File: src/rtl/cbr_pkg.sv
package cbr_pkg;
  localparam int unsigned XLEN       = 64;
  localparam int unsigned DISP_IN_W  = 23;
  localparam int unsigned PAIR_W     = 8;
  localparam int unsigned ZERO_EXT_W = 13;
  localparam int unsigned ZERO_BAS_W = 11;
  localparam int unsigned FLAG_EXT_W = 23;
  localparam int unsigned FLAG_BAS_W = 20;

  typedef enum logic [2:0] {
    K_BR_PAIR = 3'd0,
    K_BR_ZERO = 3'd1,
    K_BR_FLAG = 3'd2,
    K_CMP_GT  = 3'd3
  } br_kind_e;
endpackage

File: src/rtl/cbr_disp_sel.sv
module cbr_disp_sel
  import cbr_pkg::*;
#(
  parameter int unsigned W_OUT = XLEN
) (
  input  logic [DISP_IN_W-1:0] disp_i,
  input  logic [2:0]           kind_i,
  input  logic                 ext_mode_i,
  output logic [W_OUT-1:0]     byte_off_o
);
  localparam int unsigned NW = 5;
  localparam int unsigned WID [NW] = '{PAIR_W, ZERO_EXT_W, ZERO_BAS_W, FLAG_EXT_W, FLAG_BAS_W};

  logic [W_OUT-1:0] cand [NW];
  logic [W_OUT-1:0] sel_off;

  for (genvar g = 0; g < NW; g++) begin : g_sext
    assign cand[g] = {{(W_OUT-WID[g]){disp_i[WID[g]-1]}}, disp_i[WID[g]-1:0]};
  end

  always_comb begin
    unique case (kind_i)
      K_BR_PAIR: sel_off = cand[0];
      K_BR_ZERO: sel_off = ext_mode_i ? cand[1] : cand[2];
      K_BR_FLAG: sel_off = ext_mode_i ? cand[3] : cand[4];
      default:   sel_off = '0;
    endcase
  end

  // 16-bit instruction granule
  assign byte_off_o = {sel_off[W_OUT-2:0], 1'b0};
endmodule

File: src/rtl/cbr_cmp.sv
module cbr_cmp #(
  parameter int unsigned W = 64
) (
  input  logic [W-1:0] a_i,
  input  logic [W-1:0] b_i,
  output logic         gt_o
);
  assign gt_o = $signed(a_i) > $signed(b_i);
endmodule

File: src/rtl/cbr_resolve_unit.sv
module cbr_resolve_unit
  import cbr_pkg::*;
(
  input  logic                 clk_i,
  input  logic                 rst_ni,
  input  logic                 valid_i,
  input  logic [2:0]           kind_i,
  input  logic                 ext_mode_i,
  input  logic [XLEN-1:0]      rn_i,
  input  logic [XLEN-1:0]      rm_i,
  input  logic                 flag_i,
  input  logic [XLEN-1:0]      pc_i,
  input  logic [DISP_IN_W-1:0] disp_i,
  output logic                 valid_o,
  output logic                 taken_o,
  output logic [XLEN-1:0]      target_o,
  output logic                 flag_we_o,
  output logic                 flag_o,
  output logic                 illegal_o
);
  logic [XLEN-1:0] cmp_a, cmp_b, byte_off;
  logic            gt;
  logic            is_br, legal;
  logic            taken_d, fwe_d, flag_d, ill_d;
  logic [XLEN-1:0] tgt_d;

  cbr_disp_sel #(.W_OUT(XLEN)) i_disp (
    .disp_i    (disp_i),
    .kind_i    (kind_i),
    .ext_mode_i(ext_mode_i),
    .byte_off_o(byte_off)
  );

  // Single comparator: rn<rm == rm>rn, rn<0 == 0>rn
  always_comb begin
    cmp_a = rm_i;
    cmp_b = rn_i;
    if (kind_i == K_BR_ZERO) cmp_a = '0;
  end

  cbr_cmp #(.W(XLEN)) i_cmp (
    .a_i (cmp_a),
    .b_i (cmp_b),
    .gt_o(gt)
  );

  always_comb begin
    is_br   = (kind_i == K_BR_PAIR) || (kind_i == K_BR_ZERO) || (kind_i == K_BR_FLAG);
    legal   = is_br || (kind_i == K_CMP_GT);
    ill_d   = valid_i && !legal;
    fwe_d   = valid_i && (kind_i == K_CMP_GT);
    flag_d  = fwe_d && gt;
    taken_d = 1'b0;
    if (valid_i) begin
      unique case (kind_i)
        K_BR_PAIR, K_BR_ZERO: taken_d = gt;
        K_BR_FLAG:            taken_d = flag_i;
        default:              taken_d = 1'b0;
      endcase
    end
    tgt_d = (valid_i && is_br) ? pc_i + byte_off : '0;
  end

  always_ff @(posedge clk_i or negedge rst_ni) begin
    if (!rst_ni) begin
      valid_o   <= 1'b0;
      taken_o   <= 1'b0;
      target_o  <= '0;
      flag_we_o <= 1'b0;
      flag_o    <= 1'b0;
      illegal_o <= 1'b0;
    end else begin
      valid_o   <= valid_i;
      taken_o   <= taken_d;
      target_o  <= tgt_d;
      flag_we_o <= fwe_d;
      flag_o    <= flag_d;
      illegal_o <= ill_d;
    end
  end

  assert_valid_follows_R2: assert property (@(posedge clk_i) disable iff (!rst_ni)
    valid_i |=> valid_o);
  assert_idle_quiet_R2: assert property (@(posedge clk_i) disable iff (!rst_ni)
    !valid_i |=> (!valid_o && !taken_o && !flag_we_o && !illegal_o && target_o == '0));
  assert_cmp_no_branch_R6: assert property (@(posedge clk_i) disable iff (!rst_ni)
    flag_we_o |-> (!taken_o && target_o == '0));
  assert_branch_keeps_flag_R7: assert property (@(posedge clk_i) disable iff (!rst_ni)
    taken_o |-> (!flag_we_o && !flag_o));
  assert_flag_only_with_we_R7: assert property (@(posedge clk_i) disable iff (!rst_ni)
    flag_o |-> flag_we_o);
  assert_illegal_inert_R8: assert property (@(posedge clk_i) disable iff (!rst_ni)
    illegal_o |-> (!taken_o && !flag_we_o && target_o == '0 && valid_o));
endmodule

File: config.mk
export PLATFORM = sky130hd
export DESIGN_NAME = cbr_resolve_unit
export DESIGN_NICKNAME = d
export VERILOG_FILES = /design/src/rtl/cbr_pkg.sv /design/src/rtl/cbr_disp_sel.sv /design/src/rtl/cbr_cmp.sv /design/src/rtl/cbr_resolve_unit.sv
export SDC_FILE = /design/constraint.sdc
export NUM_CORES = 1
export LEC_CHECK = 0
export ABC_AREA = 1
export ABC_CLOCK_PERIOD_IN_PS = 800
export BUFFER_PORTS_ARGS = -buffer_cell sky130_fd_sc_hd__buf_2
export CORE_UTILIZATION = 53
export DETAILED_ROUTE_END_ITERATION = 12
export PLACE_DENSITY_LB_ADDON = 0.3
export REMOVE_ABC_BUFFERS = 1
export SYNTH_ARGS = -nofsm -noshare
export SYNTH_HDL_FRONTEND = slang
export SYNTH_SLANG_ARGS = --single-unit
File: constraint.sdc
create_clock -name clk_i -period 0.8 [get_ports clk_i]
set_input_delay 0.12 -clock clk_i [delete_from_list [all_inputs] [get_ports clk_i]]
set_output_delay 0.12 -clock clk_i [all_outputs]
set_load 0.1 [all_outputs]
==> flow_metrics.py, run 1 <==
metrics = {
    "placement": {
        "finalWeightedCongestion": 1.04,
        "place_hpwl_um": 29200,
        "numPortBuffers": 291,
    },
    "synthesis": {
        "synth_area_mm2": 0.00914,
        "post_synth_xor_area_fraction": 0.00862,
        "async_flop_share": 1.00,
        "synth_cells": 1520,
        "synth_compound_area_frac": 0.180,
        "synth_ff_type": "dfrtp_1",
        "synth_fa_ha_area_frac": 0.175,
        "yosys_warnings": 0,
        "ys_types": 40,
        "synthSimpleGateAreaFrac": 0.316,
        "ys_ff_latch": 69,
        "syn_area_per_cell_um2": 6.02,
        "synth-edff-count": 0,
        "synth_top_family_by_area": "simple AND/OR/NAND/NOR gates",
        "synth_top_cell_by_area": "dfrtp_1",
        "synthTopCellsByArea": "dfrtp_1, ha_1, nand2_1",
        "ys_seq_area_frac": 0.189,
        "synthMuxAreaShare": 0,
        "yosysTopAreaCellShare": 0.189,
    },
    "floorplanning": {
        "die_w_um": 133,
        "die_h_um": 133,
        "start_util": 0.547,
        "rows": 47,
        "ios": 292,
    },
    "clocking": {
        "numCtsBuffers": 9,
        "ctsRootBufferMaster": "clkbuf_16",
        "clockBufferDepth": 2,
        "htreeDepth": 3,
        "cts_num_sinks": 69,
    },
    "global_routing": {
        "grt_pass1_wl_um": 120000,
        "grt_max_degree": 40,
        "grt_pass1_vias": 19100,
        "grt_overflow": 342,
        "grt_use_total": 0.871,
    },
    "outcome": {
        "lastStage": "global routing (5_1_grt)",
        "outcome": "aborted with a tool error",
        "firstError": "[ERROR GRT-0116] Global routing finished with congestion. Check the congestion regions in the DRC Viewer.",
    },
}
==> routing by layer <==
layer | GRT overflow | global-route usage
met1 | 7 | 0.848
met2 | 207 | 1.03
met3 | 6 | 0.720
met4 | 121 | 0.941
met5 | 1 | 0.364
==> synthesized netlist by cell type, types with 4 or more instances <==
| cell | instances |
|---|---|
| nor3_1 | 15 |
| nand3_1 | 45 |
| xnor2_1 | 4 |
| o21bai_1 | 11 |
| dfrtp_1 | 69 |
| a21boi_0 | 4 |
| o21ai_1 | 9 |
| ha_1 | 126 |
| nor2_2 | 15 |
| inv_1 | 292 |
| nand2_2 | 13 |
| clkbuf_1 | 4 |
| o21ai_2 | 5 |
| a21o_1 | 20 |
| o21a_1 | 6 |
| a31oi_1 | 10 |
| buf_1 | 7 |
| nor2_1 | 248 |
| nand4_1 | 11 |
| o21ai_0 | 77 |
| xor2_1 | 5 |
| nand2_1 | 339 |
| inv_2 | 13 |
| a21oi_1 | 143 |
==> through the flow <==
| stage | setup slack (ns) | utilization | hold WS [ns] | area [um^2] | cells |
|---|---|---|---|---|---|
| 2_1_floorplan | -4.47 | - | -0.176 | 9080 | 1505 |
| 3_3_place_gp | -2.00 | 0.802 | 0.131 | 13400 | 2208 |
| 3_5_place_dp | -2.12 | 0.802 | 0.144 | 13400 | 2208 |
| 4_1_cts | -1.44 | 0.982 | 0.0312 | 16400 | 2289 |
==> repair_timing <==
item,in CTS
buffers inserted,54
pin swaps,118
endpoints found under the setup margin,135
hold buffers,3
cloned,8
resized for setup,535
hold endpoints to repair,71
==> cells by family after synthesis <==
family,count (synthesis)
XOR/XNOR,9
AND/OR/NAND/NOR,701
adder cells (fa/ha/maj),127
AO/OA/AOI/OAI,294
flip-flops,69
buffers and inverters,320
==> run 2: changes to the inputs <==
--- a/config.mk
+++ b/config.mk
@@ -8,9 +8,9 @@
 export ABC_AREA = 1
 export ABC_CLOCK_PERIOD_IN_PS = 800
 export BUFFER_PORTS_ARGS = -buffer_cell sky130_fd_sc_hd__buf_2
-export CORE_UTILIZATION = 53
+export CORE_UTILIZATION = 40
 export DETAILED_ROUTE_END_ITERATION = 12
-export PLACE_DENSITY_LB_ADDON = 0.3
+export PLACE_DENSITY_LB_ADDON = 0.15
 export REMOVE_ABC_BUFFERS = 1
 export SYNTH_ARGS = -nofsm -noshare
 export SYNTH_HDL_FRONTEND = slang
==> flow_metrics.py, run 2 <==
metrics = {
    "outcome": {
        "outcome": "complete, but fails checks",
        "violations": "negative setup slack",
    },
    "routing": {
        "drt_iter0_markers": 933,
        "drcViolationCount": 0,
        "avgRoutedWirePerCell_um": 17.2,
        "route.vias.total": 12400,
        "drt_pass1_iterations": 5,
        "via_per_inst": 5.22,
        "wirelength_um": 40800,
        "antenna_left": 0,
    },
    "placement": {
        "place_area_mm2": 0.0136,
        "place_hpwl_um": 29600,
        "numPortBuffers": 291,
        "finalWeightedCongestion": 0.961,
    },
    "global_routing": {
        "grt_pass1_wl_um": 59600,
        "grt_pass1_vias": 12000,
        "grt_antenna_before_repair": 1,
        "grt_max_degree": 33,
        "grt_overflow": 0,
        "grt_use_total": 0.323,
    },
    "power_and_ir_drop": {
        "combPwrFrac": 0.609,
        "intPower_mw": 11.6,
        "p_switching_mw": 8.98,
        "power_frac_clock": 0.202,
        "ir_drop_mv": 1.02,
        "sw_frac_of_total": 0.436,
        "power_density_mw_per_mm2": 1200,
        "p_leak_nw": 8.79,
        "pwr-share-seq": 0.189,
    },
    "floorplanning": {
        "die_w_um": 153,
        "coreArea_mm2": 0.0221,
        "rows": 54,
        "start_util": 0.414,
        "die_area_mm2": 0.0235,
        "ios": 292,
        "die_h_um": 153,
    },
    "synthesis": {
        "synth_top_family_by_area": "simple AND/OR/NAND/NOR gates",
        "ys_types": 40,
        "synth-edff-count": 0,
        "synth_cells": 1520,
        "ys_seq_area_frac": 0.189,
        "yosysMostFrequentCell": "nand2_1",
        "yosys_warnings": 0,
        "synthMuxAreaShare": 0,
        "synthSimpleGateAreaFrac": 0.316,
        "synth_ff_type": "dfrtp_1",
        "async_flop_share": 1.00,
        "ys_ff_latch": 69,
        "synth_area_mm2": 0.00914,
        "syn_area_per_cell_um2": 6.02,
        "synth_commonest_cells": "nand2_1, inv_1, nor2_1",
        "post_synth_xor_area_fraction": 0.00862,
        "synthTopCellsByArea": "dfrtp_1, ha_1, nand2_1",
        "yosysTopAreaCellShare": 0.189,
        "synth_top_cell_by_area": "dfrtp_1",
        "synth_fa_ha_area_frac": 0.175,
        "synth_compound_area_frac": 0.180,
    },
    "setup_path": {
        "crit_type": "in -> reg",
        "cpMaxStageDelayCell": "ha_4",
        "crit_chain": "buf_8, nor2_4, inv_2, nor2_4, inv_2, a21oi_2, a21oi_2, nand2_4, buf_12, buf_8, ha_4, nand2_4, nor2_2, inv_2, o21ai_1, nand2_1, nand2_1, nand3_1, nand3_2, xor2_1, nor2_1",
        "slowest_delay_ns": 0.31,
        "cp_num_buf_inv": 6,
        "crit_arrival_ns": 2.65,
        "cp.required_ns": 1.04,
        "path_delay_family": "simple AND/OR/NAND/NOR gates",
        "crit_path_max_fanout": 8,
        "cp-start-kind": "primary input",
        "critical_path.endpoint_type": "flip-flop",
        "crit_top_cell": "inv_2",
        "path_depth": 21,
        "crit_start": "kind_i[1]",
    },
    "timing": {
        "finalMaxSlewViolations": 0,
        "fin_ws_ns": -1.61,
        "hold_viol_final": 0,
        "relSlewSlack": 0.723,
        "worst_slew_pin_slew_ns": 0.413,
        "finalCriticalPeriod_ns": 2.41,
        "rsz0062_at_grt": "yes",
        "holdWs_ns": 0.0367,
        "setup-violations-final": 134,
        "fmax_mhz": 415,
        "fin_crit_sh": 3.01,
    },
    "finish": {
        "areaGrowthSynthToFinish_pct": 88.2,
        "final_common_cell": "nand2_1",
        "largest_reg_flops": 64,
        "num-fill-cells": 1525,
        "final_nets": 2441,
        "final_cell_mix": "nand2_1, inv_1, buf_4, buf_2, nor2_1",
        "drive_gt1_frac": 0.513,
        "regArea_mm2": 0.00173,
        "final_cell_area_mm2": 0.0172,
        "multiInputGateArea_mm2": 0.00864,
        "regMostFlops": "target_o",
    },
    "clocking": {
        "numCtsBuffers": 9,
        "cts_num_sinks": 69,
        "cts_tree": "yes",
        "htreeDepth": 3,
        "path_clk_slew_ns": 0.06,
        "ctsRootBufferMaster": "clkbuf_16",
        "clockBufferDepth": 2,
    },
    "run": {
        "max-cap-violations": 0,
    },
    "hold_path": {
        "holdCritPathClass": "in -> reg",
        "hold_depth": 3,
        "hp-start": "flag_i",
    },
}
-- run 2: cell counts after synthesis --
Identical to the previous run, type by type.
-- run 2: layout make-up --
class / count / area share
clock buffer: 11 / 0.0147
sequential: 69 / 0.100
antenna: 1 / 0.000145
timing repair buffer: 575 / 0.293
inverter: 305 / 0.0670
clock inverter: 4 / 0.00276
multi-input combinational: 1131 / 0.502
tap: 280 / 0.0204
-- run 2: metrics by stage --
stage	setup TNS [ns]	util	setup slack (ns)	power (mW)	std cells
CTS	-96.99	0.725	-1.46	19.2	2352
global route	-111.21	0.779	-1.73	21.6	2376
finish	-102.69	0.779	-1.61	20.6	2376
global placement	-116.14	0.616	-2.25	13.2	2290
detailed placement	-118.79	0.616	-2.27	13.2	2290
floorplan	-245.90	-	-4.47	8.93	1505
-- run 2: layer usage --
layer  wire length, um  vias up  part of all wire  GRT usage
li1                  -     5980                 -          -
met1             15900     5671              0.39      0.391
met4              2010        0             0.049      0.145
met3              2990      142             0.073     0.0476
met2             19800      603              0.49      0.565
met5                 0        -                 0          0
-- run 2: cell families (layout without fill, tap and decap cells) --
group / Yosys count / count (layout)
adders and majority gates: 127 / 127
DFF: 69 / 69
and+or+nand+nor: 701 / 701
other: 0 / 1
xor gates and xnor gates: 9 / 9
AOI/OAI and AO/OA: 294 / 294
buffers and inverters: 320 / 895
-- run 2: repair_timing --
| item | 4_1_cts | 5_1_grt |
|---|---|---|
| setup endpoints to repair | 135 | 135 |
| hold endpoints to repair | 70 | 0 |
| gates cloned | 4 | 2 |
| hold buffers | 2 | 0 |
| buffers inserted | 41 | 25 |
| pin swaps | 103 | 98 |
| resized for setup | 427 | 243 |
-- run 2: tightest hold or removal path, cell delays in order --
cell and delay [ns]:
buf_2 0.10, nand2_1 0.07, a21oi_1 0.06
-- run 2: worst paths after layout --
path                                 to  slack (ns)
max in group asynchronous  target_o[51]        0.23
min in group asynchronous   target_o[7]        0.16
min                             taken_o        0.04
max                        target_o[51]       -1.61
-- run 2: power by group through the flow --
stage	clock [mW]	combinational [mW]	sequential, mW
5_1_grt	4.37	13.3	3.92
4_1_cts	4.19	11.1	3.91
2_1_floorplan	0	3.57	5.37
6_report	4.16	12.6	3.90
3_3_place_gp	0	9.23	3.96
3_5_place_dp	0	9.26	3.97
Power figures use the tool's default switching activity.
